## config.mk

```make
export PLATFORM = sky130hd
export DESIGN_NAME = xint_port_group
export DESIGN_NICKNAME = d
export VERILOG_FILES = /design/src/rtl/xint_pkg.sv /design/src/rtl/xint_sync.sv /design/src/rtl/xint_edge_latch.sv /design/src/rtl/xint_port_regs.sv /design/src/rtl/xint_port_group.sv
export SDC_FILE = /design/constraint.sdc
export NUM_CORES = 1
export LEC_CHECK = 0
export BUFFER_PORTS_ARGS = -buffer_cell sky130_fd_sc_hd__buf_2
export CORE_MARGIN = 2
export CORE_UTILIZATION = 40
export DETAILED_ROUTE_END_ITERATION = 8
export PLACE_DENSITY = 0.62
export SLEW_MARGIN = 20
export SYNTH_ARGS = -nofsm -noshare
export SYNTH_HDL_FRONTEND = slang
export SYNTH_SLANG_ARGS = --single-unit
```

## constraint.sdc

```tcl
create_clock -name clk_i -period 1.7 [get_ports clk_i]
set_input_delay 0.085 -clock clk_i [delete_from_list [all_inputs] [get_ports clk_i]]
set_output_delay 0.085 -clock clk_i [all_outputs]
set_load 0.01 [all_outputs]
```

## src/rtl/xint_pkg.sv

```systemverilog
package xint_pkg;
  localparam int unsigned ADDR_W = 3;

  // addr[2:1] register group, addr[0] half
  typedef enum logic [1:0] {
    GRP_PORT = 2'd0,
    GRP_PAD  = 2'd1,
    GRP_MODE = 2'd2,
    GRP_NONE = 2'd3
  } reg_grp_e;
endpackage

```

## src/rtl/xint_sync.sv

```systemverilog
module xint_sync #(
  parameter int unsigned W = 8
) (
  input  logic         clk_i,
  input  logic         rst_ni,
  input  logic [W-1:0] d_i,
  output logic [W-1:0] q_o
);
  logic [W-1:0] s1_q, s2_q;

  // reset high: pins idle high
  always_ff @(posedge clk_i or negedge rst_ni) begin
    if (!rst_ni) begin
      s1_q <= '1;
      s2_q <= '1;
    end else begin
      s1_q <= d_i;
      s2_q <= s1_q;
    end
  end

  assign q_o = s2_q;
endmodule

```

## src/rtl/xint_edge_latch.sv

```systemverilog
module xint_edge_latch #(
  parameter int unsigned W     = 8,
  localparam int unsigned IDX_W = (W > 1) ? $clog2(W) : 1
) (
  input  logic             clk_i,
  input  logic             rst_ni,
  input  logic [W-1:0]     sync_i,
  input  logic [W-1:0]     mask_i,
  input  logic             ack_valid_i,
  input  logic [IDX_W-1:0] ack_idx_i,
  output logic [W-1:0]     fall_o,
  output logic [W-1:0]     pending_o
);
  logic [W-1:0] prev_q;
  logic [W-1:0] pend_q;

  always_ff @(posedge clk_i or negedge rst_ni) begin
    if (!rst_ni) prev_q <= '1;
    else         prev_q <= sync_i;
  end

  assign fall_o = prev_q & ~sync_i;

  for (genvar i = 0; i < W; i++) begin : g_pend
    logic set_w, clr_w;
    assign set_w = fall_o[i] & ~mask_i[i];
    assign clr_w = ack_valid_i && (ack_idx_i == IDX_W'(i));

    // set has priority over clear
    always_ff @(posedge clk_i or negedge rst_ni) begin
      if (!rst_ni)     pend_q[i] <= 1'b0;
      else if (set_w)  pend_q[i] <= 1'b1;
      else if (clr_w)  pend_q[i] <= 1'b0;
    end
  end

  assign pending_o = pend_q;
endmodule

```

## src/rtl/xint_port_regs.sv

```systemverilog
module xint_port_regs
  import xint_pkg::*;
#(
  parameter int unsigned NUM_PINS = 8,
  localparam int unsigned HALF_W  = NUM_PINS / 2
) (
  input  logic                clk_i,
  input  logic                rst_ni,
  input  logic                wr_en_i,
  input  logic [ADDR_W-1:0]   addr_i,
  input  logic [HALF_W-1:0]   wdata_i,
  input  logic [NUM_PINS-1:0] pad_i,
  output logic [NUM_PINS-1:0] port_o,
  output logic [NUM_PINS-1:0] mode_o,
  output logic [HALF_W-1:0]   rd_data_o
);
  reg_grp_e grp;
  logic [NUM_PINS-1:0] port_q, mode_q;

  assign grp = reg_grp_e'(addr_i[2:1]);

  for (genvar h = 0; h < 2; h++) begin : g_half
    logic hit_w, port_we, mode_we;
    assign hit_w   = wr_en_i && (addr_i[0] == 1'(h));
    assign port_we = hit_w && (grp == GRP_PORT || grp == GRP_PAD);
    assign mode_we = hit_w && (grp == GRP_MODE);

    always_ff @(posedge clk_i or negedge rst_ni) begin
      if (!rst_ni) begin
        port_q[h*HALF_W +: HALF_W] <= '1;
        mode_q[h*HALF_W +: HALF_W] <= '0;
      end else begin
        if (port_we) port_q[h*HALF_W +: HALF_W] <= wdata_i;
        if (mode_we) mode_q[h*HALF_W +: HALF_W] <= wdata_i;
      end
    end
  end

  always_comb begin
    logic [NUM_PINS-1:0] src;
    unique case (grp)
      GRP_PORT: src = port_q;
      GRP_PAD:  src = pad_i;
      GRP_MODE: src = mode_q;
      default:  src = '0;
    endcase
    rd_data_o = addr_i[0] ? src[NUM_PINS-1:HALF_W] : src[HALF_W-1:0];
  end

  assign port_o = port_q;
  assign mode_o = mode_q;
endmodule

```

## src/rtl/xint_port_group.sv

```systemverilog
module xint_port_group
  import xint_pkg::*;
#(
  parameter int unsigned NUM_PINS = 8,
  localparam int unsigned HALF_W  = NUM_PINS / 2,
  localparam int unsigned IDX_W   = $clog2(NUM_PINS)
) (
  input  logic                clk_i,
  input  logic                rst_ni,
  input  logic [NUM_PINS-1:0] pin_i,
  input  logic                wr_en_i,
  input  logic [ADDR_W-1:0]   addr_i,
  input  logic [HALF_W-1:0]   wdata_i,
  output logic [HALF_W-1:0]   rd_data_o,
  input  logic                ack_valid_i,
  input  logic [IDX_W-1:0]    ack_idx_i,
  output logic [NUM_PINS-1:0] pending_o,
  output logic [NUM_PINS-1:0] pin_drive_low_o,
  output logic [NUM_PINS-1:0] pin_weak_high_o
);
  logic [NUM_PINS-1:0] pin_sync, fall_det, port_q, mode_q;

  xint_sync #(.W(NUM_PINS)) u_sync (
    .clk_i (clk_i),
    .rst_ni(rst_ni),
    .d_i   (pin_i),
    .q_o   (pin_sync)
  );

  xint_edge_latch #(.W(NUM_PINS)) u_edge (
    .clk_i      (clk_i),
    .rst_ni     (rst_ni),
    .sync_i     (pin_sync),
    .mask_i     (mode_q),
    .ack_valid_i(ack_valid_i),
    .ack_idx_i  (ack_idx_i),
    .fall_o     (fall_det),
    .pending_o  (pending_o)
  );

  xint_port_regs #(.NUM_PINS(NUM_PINS)) u_regs (
    .clk_i    (clk_i),
    .rst_ni   (rst_ni),
    .wr_en_i  (wr_en_i),
    .addr_i   (addr_i),
    .wdata_i  (wdata_i),
    .pad_i    (pin_sync),
    .port_o   (port_q),
    .mode_o   (mode_q),
    .rd_data_o(rd_data_o)
  );

  // quasi-bidir: strong low only for a port-mode 0
  assign pin_drive_low_o = mode_q & ~port_q;
  assign pin_weak_high_o = ~pin_drive_low_o;
endmodule

```

# Word-level counts from Yosys, hierarchy flattened
# Index checks and enable logic that the tools add are counted.
# totals
regBits	48
input_bits	22
out_inout_bits	28
elab_cells	89
# classes
n_eq_ne	9
muxes	18
bitwise_logic	22
n_reduce_logical	25
# ops
op	n
$not A8 Y8	3
$pmux W8 S3	1
$and A8 B8 Y8	2
$mux W1	16
$reduce_bool A2 Y1	8
$logic_and A1 B1 Y1	14
$eq A3 B3 Y1 const B	4
$not A1 Y1	9
$and A1 B1 Y1	8
$eq A3 B2 Y1 const B	2
$mux W4	1
$eq A3 B1 Y1 const B	1
$logic_not A3 Y1	1
$eq A2 B1 Y1 const B	1
$eq A2 B2 Y1 const B	1
$logic_not A2 Y1	1
$logic_or A1 B1 Y1	1

# Longest topological paths before layout
# logic_depth
ltp_word	4
ltp_mapped	5
ltp_nobuf	3

# Modules after synthesis
# A second synthesis with hierarchy kept.
# unflattened
cells_unflattened	152
area_unflattened_um2	2033.2
# modules_own_cells
mod	n_inst	cells_per_inst	area_each_um2	seq_area_each_um2
xint_port_regs	1	72	875.8	410.4
xint_edge_latch	1	48	636.9	410.4
xint_sync	1	16	420.4	420.4
xint_port_group	1	16	100.1	0.0

# Worst setup path after synthesis
# OpenSTA, ideal clock, no wires.
# synth_path
path_kind	flip-flop to output port
start	register u_sync.s2_q[4] (netlist: u_sync.q_o[4])
end	output port rd_data_o[0]
arrival_time_ns	1.165
t_required_ns	1.615
setup_slack_ns	0.450
path_stages_with_launch	4
n_path_buf	0
cell_sequence	dfstp_2 mux2i_1 or2_0 a311oi_1
# synth_via
elab_chain_cells	2
# synth_lines
item	line	source
start: declaration	xint_sync.sv:9	logic [W-1:0] s1_q, s2_q;
start signal: assignment	xint_sync.sv:18	s2_q <= s1_q;
$pmux W8 S3	xint_port_regs.sv:41	unique case (grp)
$mux W4	xint_port_regs.sv:47	rd_data_o = addr_i[0] ? src[NUM_PINS-1:HALF_W] : src[HALF_W-1:0];
end: declaration	xint_port_group.sv:14	output logic [HALF_W-1:0] rd_data_o,
# No other way between the ends.

# Worst setup path in the final report
# Ends and elaborated chain as after synthesis.

==> impl_metrics.json <==
{
  "status": "completed",
  "dr.pass1.iters": 4,
  "period_minus_slack_ps": 1690,
  "rows": 25,
  "finalHoldViolations": 0,
  "path_clk_slew_ps": 90,
  "wl_per_cell_um": 15.0,
  "drc": 0,
  "diodes": 0,
  "critical_path_arrival_ps": 1610,
  "cp-start-kind": "register",
  "synth-simple-area-share_pct": 13.2,
  "cts-buffers-inserted": 5,
  "ios": 50,
  "fin_nets": 232,
  "tightest_slew_ps": 546,
  "cp.required_ps": 1620,
  "antenna_found_initial": 0,
  "synth_compound_area_share_pct": 8.68,
  "grt_overflow": 0,
  "postRouteAntennaNets": 0,
  "die_w_um": 74.0,
  "p_leak_nw": 1.11,
  "period_share_pct": 99.6,
  "fin_skew_ps": 4.21,
  "cp-end-kind": "primary output",
  "crit_chain": "mux2i_1 -> or2_1 -> a311oi_2 -> buf_2",
  "vdd_drop_max_uv": 534,
  "grt_pass1_vias": 1379,
  "rsz0062_at_grt": "yes",
  "htree_num_levels": 2,
  "cp_num_buf_inv": 1,
  "yosys_warnings": 0,
  "yosys_register_bits": 48,
  "crit_path_top_delay_cell": "dfstp_2",
  "cp_slowest_stage_delay_ps": 550,
  "synth_top_family_by_area": "simple AND/OR/NAND/NOR gates",
  "power.density_nw_per_um2": 1130,
  "clk_path_buf_depth": 2,
  "grt.total_usage_pct": 16.7,
  "synthMuxAreaShare_pct": 11.2,
  "area_growth_pct": 28.0,
  "dr.first_iter.drc_count": 65,
  "mostFrequentLayoutCell": "buf_2",
  "synthAdderAreaFrac_pct": 0,
  "clk_latency_ps": 300,
  "start_util_pct": 41.5,
  "grt_max_degree": 26,
  "maxCapViolCount": 0,
  "setup_viol_count_final": 0,
  "final_cell_mix": "49 x buf_2, 32 x dfstp_2, 16 x mux2_2, 16 x dfrtp_1, 12 x nor2_1",
  "dp_hpwl_um": 3140,
  "path_max_fanout": 3,
  "path_class": "reg2out",
  "finalPower_mw": 2.85,
  "synth_area_um2": 1960,
  "fmax_mhz": 590,
  "synth_nets": 169,
  "vias": 1356,
  "placed_area_um2": 2280,
  "drive_above_1_share_pct": 53.6,
  "grt_pass1_wl_um": 6620,
  "root_buffer": "clkbuf_8",
  "gp_congestion": 0.782,
  "fp.dieH_um": 74.0,
  "cts.sinks": 48,
  "r2r_setup_slack_ps": 740,
  "hold_class": "in2reg",
  "viasPerCell": 4.88,
  "drt_wl_total_um": 4170,
  "synth_seq_area_share_pct": 63.3,
  "critPathTopFamily": "flip-flops",
  "core_area_um2": 4720,
  "syn_inst": 147,
  "synth_xor_area_share_pct": 0,
  "portBuffers": 49,
  "cts_tree": "built",
  "die-area_um2": 5470,
  "synth_cell_types": 27,
  "syn_avg_cell_area_um2": 13.3,
  "relSlewSlack_pct": 63.6,
  "maxSlewViolCount": 0,
  "fin_area_um2": 2510
}
[area by class of cell]
class,count,area (um2)
Clock buffer,6,82.6
Timing Repair Buffer,60,363
Multi-Input combinational cell,85,662
Clock inverter,2,38.8
Fill cell,413,2210
Tap cell,67,83.8
Sequential cell,48,1240
Inverter,10,37.5
[registers in the layout (all words and copies together), names as in the netlist]
signal / cells
u_sync.s1_q: 8
u_regs.port_o: 8
u_sync.q_o: 8
u_regs.mode_o: 8
u_edge.pending_o: 8
u_edge.prev_q: 8
[metal layers]
layer	wire, um	global-route usage [%]
met5	0	0
met4	32	5.45
met3	213	6.37
met2	2080	26.3
met1	1840	21.3
[synth_stat cells]
cell type	instances	area, um2
nor2b_1	2	12.5
nand2_1	6	22.5
or2_0	4	25.0
or2_1	1	6.26
nand4b_1	1	8.76
and3b_1	1	8.76
o32ai_1	5	43.8
and2b_4	1	10.0
dfrtp_1	16	400
nand2b_1	9	56.3
nand3b_1	1	7.51
nand4_1	1	6.26
nor3b_2	1	12.5
buf_2	1	5.00
buf_6	1	11.3
and3b_4	1	12.5
buf_4	2	15.0
mux2_2	16	180
nor2_1	12	45.0
a311oi_1	4	35.0
dfstp_2	32	841
nand3_2	1	10.0
mux2i_1	4	40.0
a22o_1	7	61.3
inv_1	10	37.5
o21a_1	4	30.0
nand3_1	3	15.0
[metrics by stage]
stage	hold slack [ps]	setup TNS, ps	utilization, %	std cells	worst slack, ps
floorplan	-211	0	-	147	450
global placement	89.6	0	48.2	260	331
detailed placement	100	0	48.2	260	327
CTS	58.3	-10.7	53.0	278	-10.7
global route	62.2	-191	53.1	278	-60.1
finish	69.9	0	53.1	278	6.02
[worst reg2reg max path: cells and delay by family (launching register included)]
kind,cells,cell delay [ps]
compound gates,1,170
flops,1,540
simple gates,1,40
buf+inv,1,100
[cell families after synthesis]
family,Yosys count
flip-flops,48
AND/OR/NAND/NOR,45
AO/OA/AOI/OAI,20
multiplexers,20
buffers and inverters,14
[where the power goes]
part | switching, mW | leakage (nW) | internal, mW
combinational | 0.268 | 0.536 | 0.277
clock | 0.382 | 0.0614 | 0.481
sequential | 0.102 | 0.515 | 1.34
total | 0.752 | 1.11 | 2.09
[path summary, 6_finish.rpt]
path	start	endpoint	cells past startpoint
setup / recovery	u_sync.q_o[4]$_DFF_PN1_	rd_data_o[0]	4
hold / removal	wdata_i[3]	u_regs.mode_o[7]$_DFFE_PN0P_	2
setup reg to reg	u_sync.q_o[7]$_DFF_PN1_	u_edge.pending_o[7]$_DFFE_PN0P_	3
hold reg to reg	u_sync.s1_q[2]$_DFF_PN1_	u_sync.q_o[2]$_DFF_PN1_	0
max in group asynchronous	rst_ni	u_sync.q_o[1]$_DFF_PN1_	3
min in group asynchronous	rst_ni	u_edge.pending_o[5]$_DFFE_PN0P_	2
[timing repair]
action	CTS	global route
hold buffers	9	0
gates resized for setup	1	2
pin swaps	1	1
endpoints found under the setup margin	2	4
buffers inserted	1	0
endpoints found under the hold margin	15	0
Power figures use the tool's default switching activity.
